### src/rtl/xaddr_pkg.sv
package xaddr_pkg;
  localparam int NUM_PTR = 2;
  localparam int BYTE_W  = 8;
  localparam int ADDR_W  = 2 * BYTE_W;
  localparam int IDX_W   = $clog2(NUM_PTR);

  localparam logic [BYTE_W-1:0] PTR0_LO_ADR = 8'h82;
  localparam logic [BYTE_W-1:0] PTR0_HI_ADR = 8'h83;
  localparam logic [BYTE_W-1:0] PTR1_LO_ADR = 8'h84;
  localparam logic [BYTE_W-1:0] PTR1_HI_ADR = 8'h85;
  localparam logic [BYTE_W-1:0] SEL_ADR     = 8'h86;
  localparam logic [BYTE_W-1:0] PAGE_ADR    = 8'hB2;

  typedef enum logic [2:0] {
    RD_NONE,
    RD_LO,
    RD_HI,
    RD_SEL,
    RD_PAGE
  } rd_src_e;

  typedef struct packed {
    logic [NUM_PTR-1:0] wrLo;
    logic [NUM_PTR-1:0] wrHi;
    logic [NUM_PTR-1:0] step;
    logic               stepDown;
    logic               wrSel;
    logic               togSel;
    logic               wrPage;
    rd_src_e            rdSrc;
    logic [IDX_W-1:0]   rdIdx;
  } strobe_t;
endpackage

### src/rtl/xaddr_ctrl.sv
module xaddr_ctrl
  import xaddr_pkg::*;
(
  input  logic [BYTE_W-1:0] sfrAddr,
  input  logic              sfrWrEn,
  input  logic              ptrInc,
  input  logic              ptrDec,
  input  logic              selToggle,
  input  logic [IDX_W-1:0]  selQ,
  output strobe_t           stb,
  output logic              sfrHit
);
  logic [NUM_PTR-1:0] loHit;
  logic [NUM_PTR-1:0] hiHit;
  logic [NUM_PTR-1:0] wrLoV;
  logic [NUM_PTR-1:0] wrHiV;
  logic [NUM_PTR-1:0] stepV;
  logic               selHit;
  logic               pageHit;

  for (genvar i = 0; i < NUM_PTR; i++) begin : g_ptrDec
    localparam logic [BYTE_W-1:0] LO_ADR = (i == 0) ? PTR0_LO_ADR : PTR1_LO_ADR;
    localparam logic [BYTE_W-1:0] HI_ADR = (i == 0) ? PTR0_HI_ADR : PTR1_HI_ADR;
    assign loHit[i] = (sfrAddr == LO_ADR);
    assign hiHit[i] = (sfrAddr == HI_ADR);
    assign wrLoV[i] = sfrWrEn && loHit[i];
    assign wrHiV[i] = sfrWrEn && hiHit[i];
    // a write to either byte of the pointer blocks its step
    assign stepV[i] = (ptrInc || ptrDec) && (selQ == IDX_W'(i))
                      && !(wrLoV[i] || wrHiV[i]);
  end

  assign selHit  = (sfrAddr == SEL_ADR);
  assign pageHit = (sfrAddr == PAGE_ADR);
  assign sfrHit  = (|loHit) || (|hiHit) || selHit || pageHit;

  always_comb begin
    stb          = '0;
    stb.wrLo     = wrLoV;
    stb.wrHi     = wrHiV;
    stb.step     = stepV;
    stb.stepDown = !ptrInc;
    stb.wrSel    = sfrWrEn && selHit;
    stb.togSel   = selToggle && !(sfrWrEn && selHit);
    stb.wrPage   = sfrWrEn && pageHit;
    stb.rdSrc    = RD_NONE;
    stb.rdIdx    = '0;
    for (int i = 0; i < NUM_PTR; i++) begin
      if (loHit[i]) begin
        stb.rdSrc = RD_LO;
        stb.rdIdx = IDX_W'(i);
      end
      if (hiHit[i]) begin
        stb.rdSrc = RD_HI;
        stb.rdIdx = IDX_W'(i);
      end
    end
    if (selHit)  stb.rdSrc = RD_SEL;
    if (pageHit) stb.rdSrc = RD_PAGE;
  end
endmodule

### src/rtl/xaddr_path.sv
module xaddr_path
  import xaddr_pkg::*;
#(
  parameter int RAM_BYTES = 384
) (
  input  logic              clk,
  input  logic              rstN,
  input  strobe_t           stb,
  input  logic [BYTE_W-1:0] sfrWrData,
  input  logic [BYTE_W-1:0] riValue,
  input  logic              movxRi,
  output logic [IDX_W-1:0]  selQ,
  output logic [BYTE_W-1:0] sfrRdData,
  output logic [ADDR_W-1:0] xAddr,
  output logic              xOnChip
);
  localparam logic [ADDR_W:0] RAM_LIMIT = (ADDR_W + 1)'(RAM_BYTES);

  logic [ADDR_W-1:0] ptrQ [NUM_PTR];
  logic [BYTE_W-1:0] pageQ;
  logic [ADDR_W-1:0] selPtr;
  logic [ADDR_W-1:0] stepVal;

  // one shared incrementer/decrementer serves the selected pointer
  assign selPtr  = ptrQ[selQ];
  assign stepVal = stb.stepDown ? selPtr - ADDR_W'(1) : selPtr + ADDR_W'(1);

  for (genvar i = 0; i < NUM_PTR; i++) begin : g_ptr
    always_ff @(posedge clk) begin
      if (!rstN) begin
        ptrQ[i] <= '0;
      end else if (stb.wrLo[i] || stb.wrHi[i]) begin
        if (stb.wrLo[i]) ptrQ[i][BYTE_W-1:0]      <= sfrWrData;
        if (stb.wrHi[i]) ptrQ[i][ADDR_W-1:BYTE_W] <= sfrWrData;
      end else if (stb.step[i]) begin
        ptrQ[i] <= stepVal;
      end
    end
  end

  always_ff @(posedge clk) begin
    if (!rstN) begin
      selQ  <= '0;
      pageQ <= '0;
    end else begin
      if (stb.wrSel)       selQ <= sfrWrData[IDX_W-1:0];
      else if (stb.togSel) selQ <= selQ + IDX_W'(1);
      if (stb.wrPage)      pageQ <= sfrWrData;
    end
  end

  always_comb begin
    unique case (stb.rdSrc)
      RD_LO:   sfrRdData = ptrQ[stb.rdIdx][BYTE_W-1:0];
      RD_HI:   sfrRdData = ptrQ[stb.rdIdx][ADDR_W-1:BYTE_W];
      RD_SEL:  sfrRdData = BYTE_W'(selQ);
      RD_PAGE: sfrRdData = pageQ;
      default: sfrRdData = '0;
    endcase
  end

  assign xAddr   = movxRi ? {pageQ, riValue} : selPtr;
  assign xOnChip = ({1'b0, xAddr} < RAM_LIMIT);
endmodule

### src/rtl/xaddr_unit.sv
module xaddr_unit
  import xaddr_pkg::*;
#(
  parameter int RAM_BYTES = 384
) (
  input  logic        clk,
  input  logic        rstN,
  input  logic [7:0]  sfrAddr,
  input  logic        sfrWrEn,
  input  logic [7:0]  sfrWrData,
  output logic [7:0]  sfrRdData,
  output logic        sfrHit,
  input  logic        ptrInc,
  input  logic        ptrDec,
  input  logic        selToggle,
  input  logic [7:0]  riValue,
  input  logic        movxRi,
  output logic [15:0] xAddr,
  output logic        xOnChip
);
  strobe_t          stb;
  logic [IDX_W-1:0] selQ;

  xaddr_ctrl u_ctrl (
    .sfrAddr   (sfrAddr),
    .sfrWrEn   (sfrWrEn),
    .ptrInc    (ptrInc),
    .ptrDec    (ptrDec),
    .selToggle (selToggle),
    .selQ      (selQ),
    .stb       (stb),
    .sfrHit    (sfrHit)
  );

  xaddr_path #(.RAM_BYTES(RAM_BYTES)) u_path (
    .clk       (clk),
    .rstN      (rstN),
    .stb       (stb),
    .sfrWrData (sfrWrData),
    .riValue   (riValue),
    .movxRi    (movxRi),
    .selQ      (selQ),
    .sfrRdData (sfrRdData),
    .xAddr     (xAddr),
    .xOnChip   (xOnChip)
  );
endmodule

### config.mk
export PLATFORM = sky130hd
export DESIGN_NAME = xaddr_unit
export DESIGN_NICKNAME = d
export VERILOG_FILES = /design/src/rtl/xaddr_pkg.sv /design/src/rtl/xaddr_ctrl.sv /design/src/rtl/xaddr_path.sv /design/src/rtl/xaddr_unit.sv
export SDC_FILE = /design/constraint.sdc
export NUM_CORES = 1
export LEC_CHECK = 0
export BUFFER_PORTS_ARGS = -buffer_cell sky130_fd_sc_hd__buf_2
export CORE_AREA = 2 2 100 102
export DETAILED_ROUTE_END_ITERATION = 6
export DIE_AREA = 0 0 102 104
export MAX_ROUTING_LAYER = met4
export PLACE_DENSITY = 0.58
export SYNTH_ARGS = -nofsm -noshare
export SYNTH_HDL_FRONTEND = slang
export SYNTH_SLANG_ARGS = --single-unit
### constraint.sdc
create_clock -name clk -period 4.4 [get_ports clk]
set_input_delay 1.1 -clock clk [delete_from_list [all_inputs] [get_ports clk]]
set_output_delay 1.1 -clock clk [all_outputs]
set_load 0.1 [all_outputs]
==> results.md <==
### Layout
• share of final-layout standard cells stronger than drive strength 1: 0.3131
• final cell area excluding filler cells: 3999 sq um
• commonest non-fill, non-tap cell in the layout: sky130_fd_sc_hd__nand2_1
• leading cell types in the layout, fill and taps excluded: sky130_fd_sc_hd__nand2_1, sky130_fd_sc_hd__buf_2, sky130_fd_sc_hd__edfxtp_1
• count of nets after finishing: 457
• Post-Route Utilization: 0.4188
• layout-stage area growth over the synthesis result: 23.78%
• antenna diode count: 0

### Placement
• Detail Placement HPWL: 7.924 mm
• area of placed instances: 3897 sq um
• input/output buffers: 56
• Final GP Congestion: 0.8845

### Die
• floorplan row count: 36
• horizontal extent of the die: 102 um
• standard cell core area: 9549 sq um
• Total Die Area: 10610 sq um
• starting density of the core: 0.3383
• top-level I/O count: 57
• die height: 104 um

### Synth
• dominant combinational cell family by area after synthesis: compound AO/OA/AOI/OAI gates
• Mapped Avg Cell Area: 9.283 sq um
• Post-synth EDFFs: 32
• number of nets produced by synthesis: 394
• biggest area contributors in the synthesized netlist: sky130_fd_sc_hd__edfxtp_1, sky130_fd_sc_hd__mux2_2, sky130_fd_sc_hd__nand2_1
• area fraction in compound gates after synthesis: 0.2335
• Syn Inst Count: 348
• multiplexer fraction of the synthesized cell area: 0.1177
• number of synthesized register bits: 42
• Syn Std Cell Area: 3231 sq um
• basic-gate share of the synthesized area counting and, or, nand and nor cells: 0.1607
• XOR/XNOR share of the synthesized area: 0.04067
• portion of synthesized cell area occupied by the leading cell type: 0.2974
• Yosys warnings: 0
• Post-Synth Adder-Cell Area: 0.06042
• share of flip-flops with an asynchronous set or reset: 0
• cell type contributing the most total cell area after synthesis: sky130_fd_sc_hd__edfxtp_1
• most frequently used flop master after synthesis: sky130_fd_sc_hd__edfxtp_1
• post-synth cell types: 47
• register area share after synthesis: 0.3594

### CTS
• # hold bufs at CTS: 0
• clock edge transition at the registers on the reported setup and hold paths: 80 ps
• maximum root-to-sink buffer count: 2
• count of buffers added by post-CTS timing repair for setup: 0
• CTS tree: done
• count of clock tree sinks: 42
• clock latency reported for the late side of the worst-skew pair: 290 ps
• CTS buffer count: 5
• CTS H-Tree Depth: 2
• clock tree root driver cell: sky130_fd_sc_hd__clkbuf_8
• Post-CTS Resized: 0

### Setup path
• required time at the endpoint of the critical path: 3300 ps
• maximum fanout encountered on the critical timing path: 5
• capture instance of the worst register-to-register path: u_path.ptrQ[0][14]$_DFFE_PP_
• cell at the slowest stage of the critical path: sky130_fd_sc_hd__or3_1
• logic depth of the worst register-to-register path: 8
• worst setup path class: in2out
• element type at the critical path end: output port
• register-to-register path setup slack: 820 ps
• CP Buf/Inv Count: 3
• cell repeated most along the worst path: sky130_fd_sc_hd__a21oi_1
• chain of cells forming the critical path: buf_2 -> or3b_1 -> or3_1 -> a21oi_1 -> nand2b_1 -> buf_4 -> a21oi_1 -> a211o_2 -> buf_12
• cell class contributing the biggest share of worst-path delay: simple AND/OR/NAND/NOR gates
• longest individual stage delay on the worst path: 450 ps
• Setup crit start: sfrAddr[3]
• Worst setup SP type: input pin
• Data arrival, critical path: 3160 ps

### Detailed routing
• DR DRC count: 0
• uppermost layer routed: met4
• WL met3: 543 um
• number of iterations in the first detailed-routing pass: 7
• average wire length per cell after detail routing: 18.98 um
• routed length on met2: 4.920 mm
• via count of the routed design: 2998
• Starting DRT DRC Count: 164
• metal1 wirelength: 4.529 mm
• number of routed nets with antenna violations: 0
• routed wire length: 10.34 mm
• drt via density: 5.501

### Hold path
• Min-Delay Path Class: reg2reg
• min-delay src: u_path.pageQ[5]$_SDFFE_PN0P_
• worst-case hold path end point: u_path.pageQ[5]$_SDFFE_PN0P_
• worst hold path cell count: 2

### Global routing
• vias in the first global route: 2961
• total grt overflow: 0
• Total GRT Usage: 0.1971
• wire length of the first global-routing pass: 15.49 mm
• number of antenna violations at the first check in global routing: 0
• pin count of the biggest net entering global routing: 18

### Job
• number of maximum-capacitance constraint violations: 0

### STA
• total negative slack: 0 ps
• clock skew: 8.855 ps
• Final Hold Viols: 0
• max-slew violation count: 0
• final critical path time including I/O delays and setup: 4259 ps
• Final setup viols: 0
• actual transition at the worst max-transition pin: 929.1 ps
• RSZ-0062 raised after global routing: no
• relative slew slack: 0.3779
• Highest Clock Rate: 234.8 MHz
• post-route clock period utilization: 0.9680

### Power and ir drop
• power density over cell area: 365.5 nW/um^2
• IR drop worst, VDD: 0.1743 mV
• Lkg Pwr: 1.605 nW

### Outcome
• status: finished, final reports clean

-- power by group --
| group | switching [W] | internal (W) |
|---|---|---|
| Combinational | 0.000459 | 0.000233 |
| Sequential | 0.0000310 | 0.000481 |
| Clock | 0.000131 | 0.000127 |
-- per-layer routing --
metal | vias up | track usage
li1 | 1438 | -
met5 | - | -
met3 | 21 | 0.02151
met2 | 112 | 0.3294
met1 | 1427 | 0.2424
met4 | 0 | 0.07524
-- kinds of logic after synthesis --
group | count (synthesis)
and+or+nand+nor | 113
buffers and inverters | 19
muxes | 34
AOI/OAI and AO/OA | 110
DFF | 42
adders and majority gates | 15
xor gates and xnor gates | 15
-- worst reg2reg max path, delay by kind of cell (launching register included) --
kind,cells,cell delay [ps]
AO/OA/AOI/OAI,4,1260
multiplexers,1,450
AND/OR/NAND/NOR,2,480
flip-flops,1,710
adder cells (fa/ha/maj),1,440
-- registers in the layout, indices dropped and copies added (netlist names), named ones only --
signal	count
u_path.pageQ	8
u_path.ptrQ	32
u_path.selQ	1
-- through the flow --
stage / cells / power, W / hold WS [ps] / setup slack, ps
floorplan: 348 / 0.001033 / 453.2 / 29.58
global placement: 537 / 0.001192 / 466.9 / 97.28
detailed placement: 537 / 0.001203 / 476.0 / 18.30
CTS: 545 / 0.001456 / 488.9 / 8.286
global route: 545 / 0.001525 / 525.3 / 13.94
finish: 545 / 0.001462 / 489.2 / 140.7
-- Yosys cell counts (3+ instances only) --
cell type / number
sky130_fd_sc_hd__a22o_1: 18
sky130_fd_sc_hd__o21ai_0: 18
sky130_fd_sc_hd__o31ai_1: 3
sky130_fd_sc_hd__nor4_1: 3
sky130_fd_sc_hd__a211o_1: 11
sky130_fd_sc_hd__xor2_1: 6
sky130_fd_sc_hd__edfxtp_1: 32
sky130_fd_sc_hd__nand2_1: 66
sky130_fd_sc_hd__nand2b_1: 4
sky130_fd_sc_hd__a21boi_0: 8
sky130_fd_sc_hd__nor2_1: 8
sky130_fd_sc_hd__mux2_2: 32
sky130_fd_sc_hd__a21oi_1: 26
sky130_fd_sc_hd__ha_1: 14
sky130_fd_sc_hd__nand3_1: 11
sky130_fd_sc_hd__nand4_1: 3
sky130_fd_sc_hd__a31oi_1: 5
sky130_fd_sc_hd__inv_1: 4
sky130_fd_sc_hd__clkbuf_1: 9
sky130_fd_sc_hd__nor3_1: 3
sky130_fd_sc_hd__o211ai_1: 4
sky130_fd_sc_hd__dfxtp_1: 10
sky130_fd_sc_hd__a211oi_1: 4
sky130_fd_sc_hd__xnor2_1: 9
-- layout make-up --
type / instances / area, sq um
clock buffers: 7 / 86.33
clock inverters: 1 / 5.005
fillers: 948 / 5550
inverters: 4 / 15.01
multi-input cells: 287 / 2034
flip-flops and latches: 42 / 1161
well taps: 133 / 166.4
repair buffers: 71 / 530.5
-- worst max-delay path by stage --
stage,cells after the start,endpoint
2_1_floorplan,5,xOnChip
3_3_place_gp,8,sfrRdData[3]
3_5_place_dp,8,sfrRdData[4]
4_1_cts,8,sfrRdData[4]
5_1_grt,9,sfrRdData[5]
6_report,9,sfrRdData[4]
(Power assumes the default switching activity.)
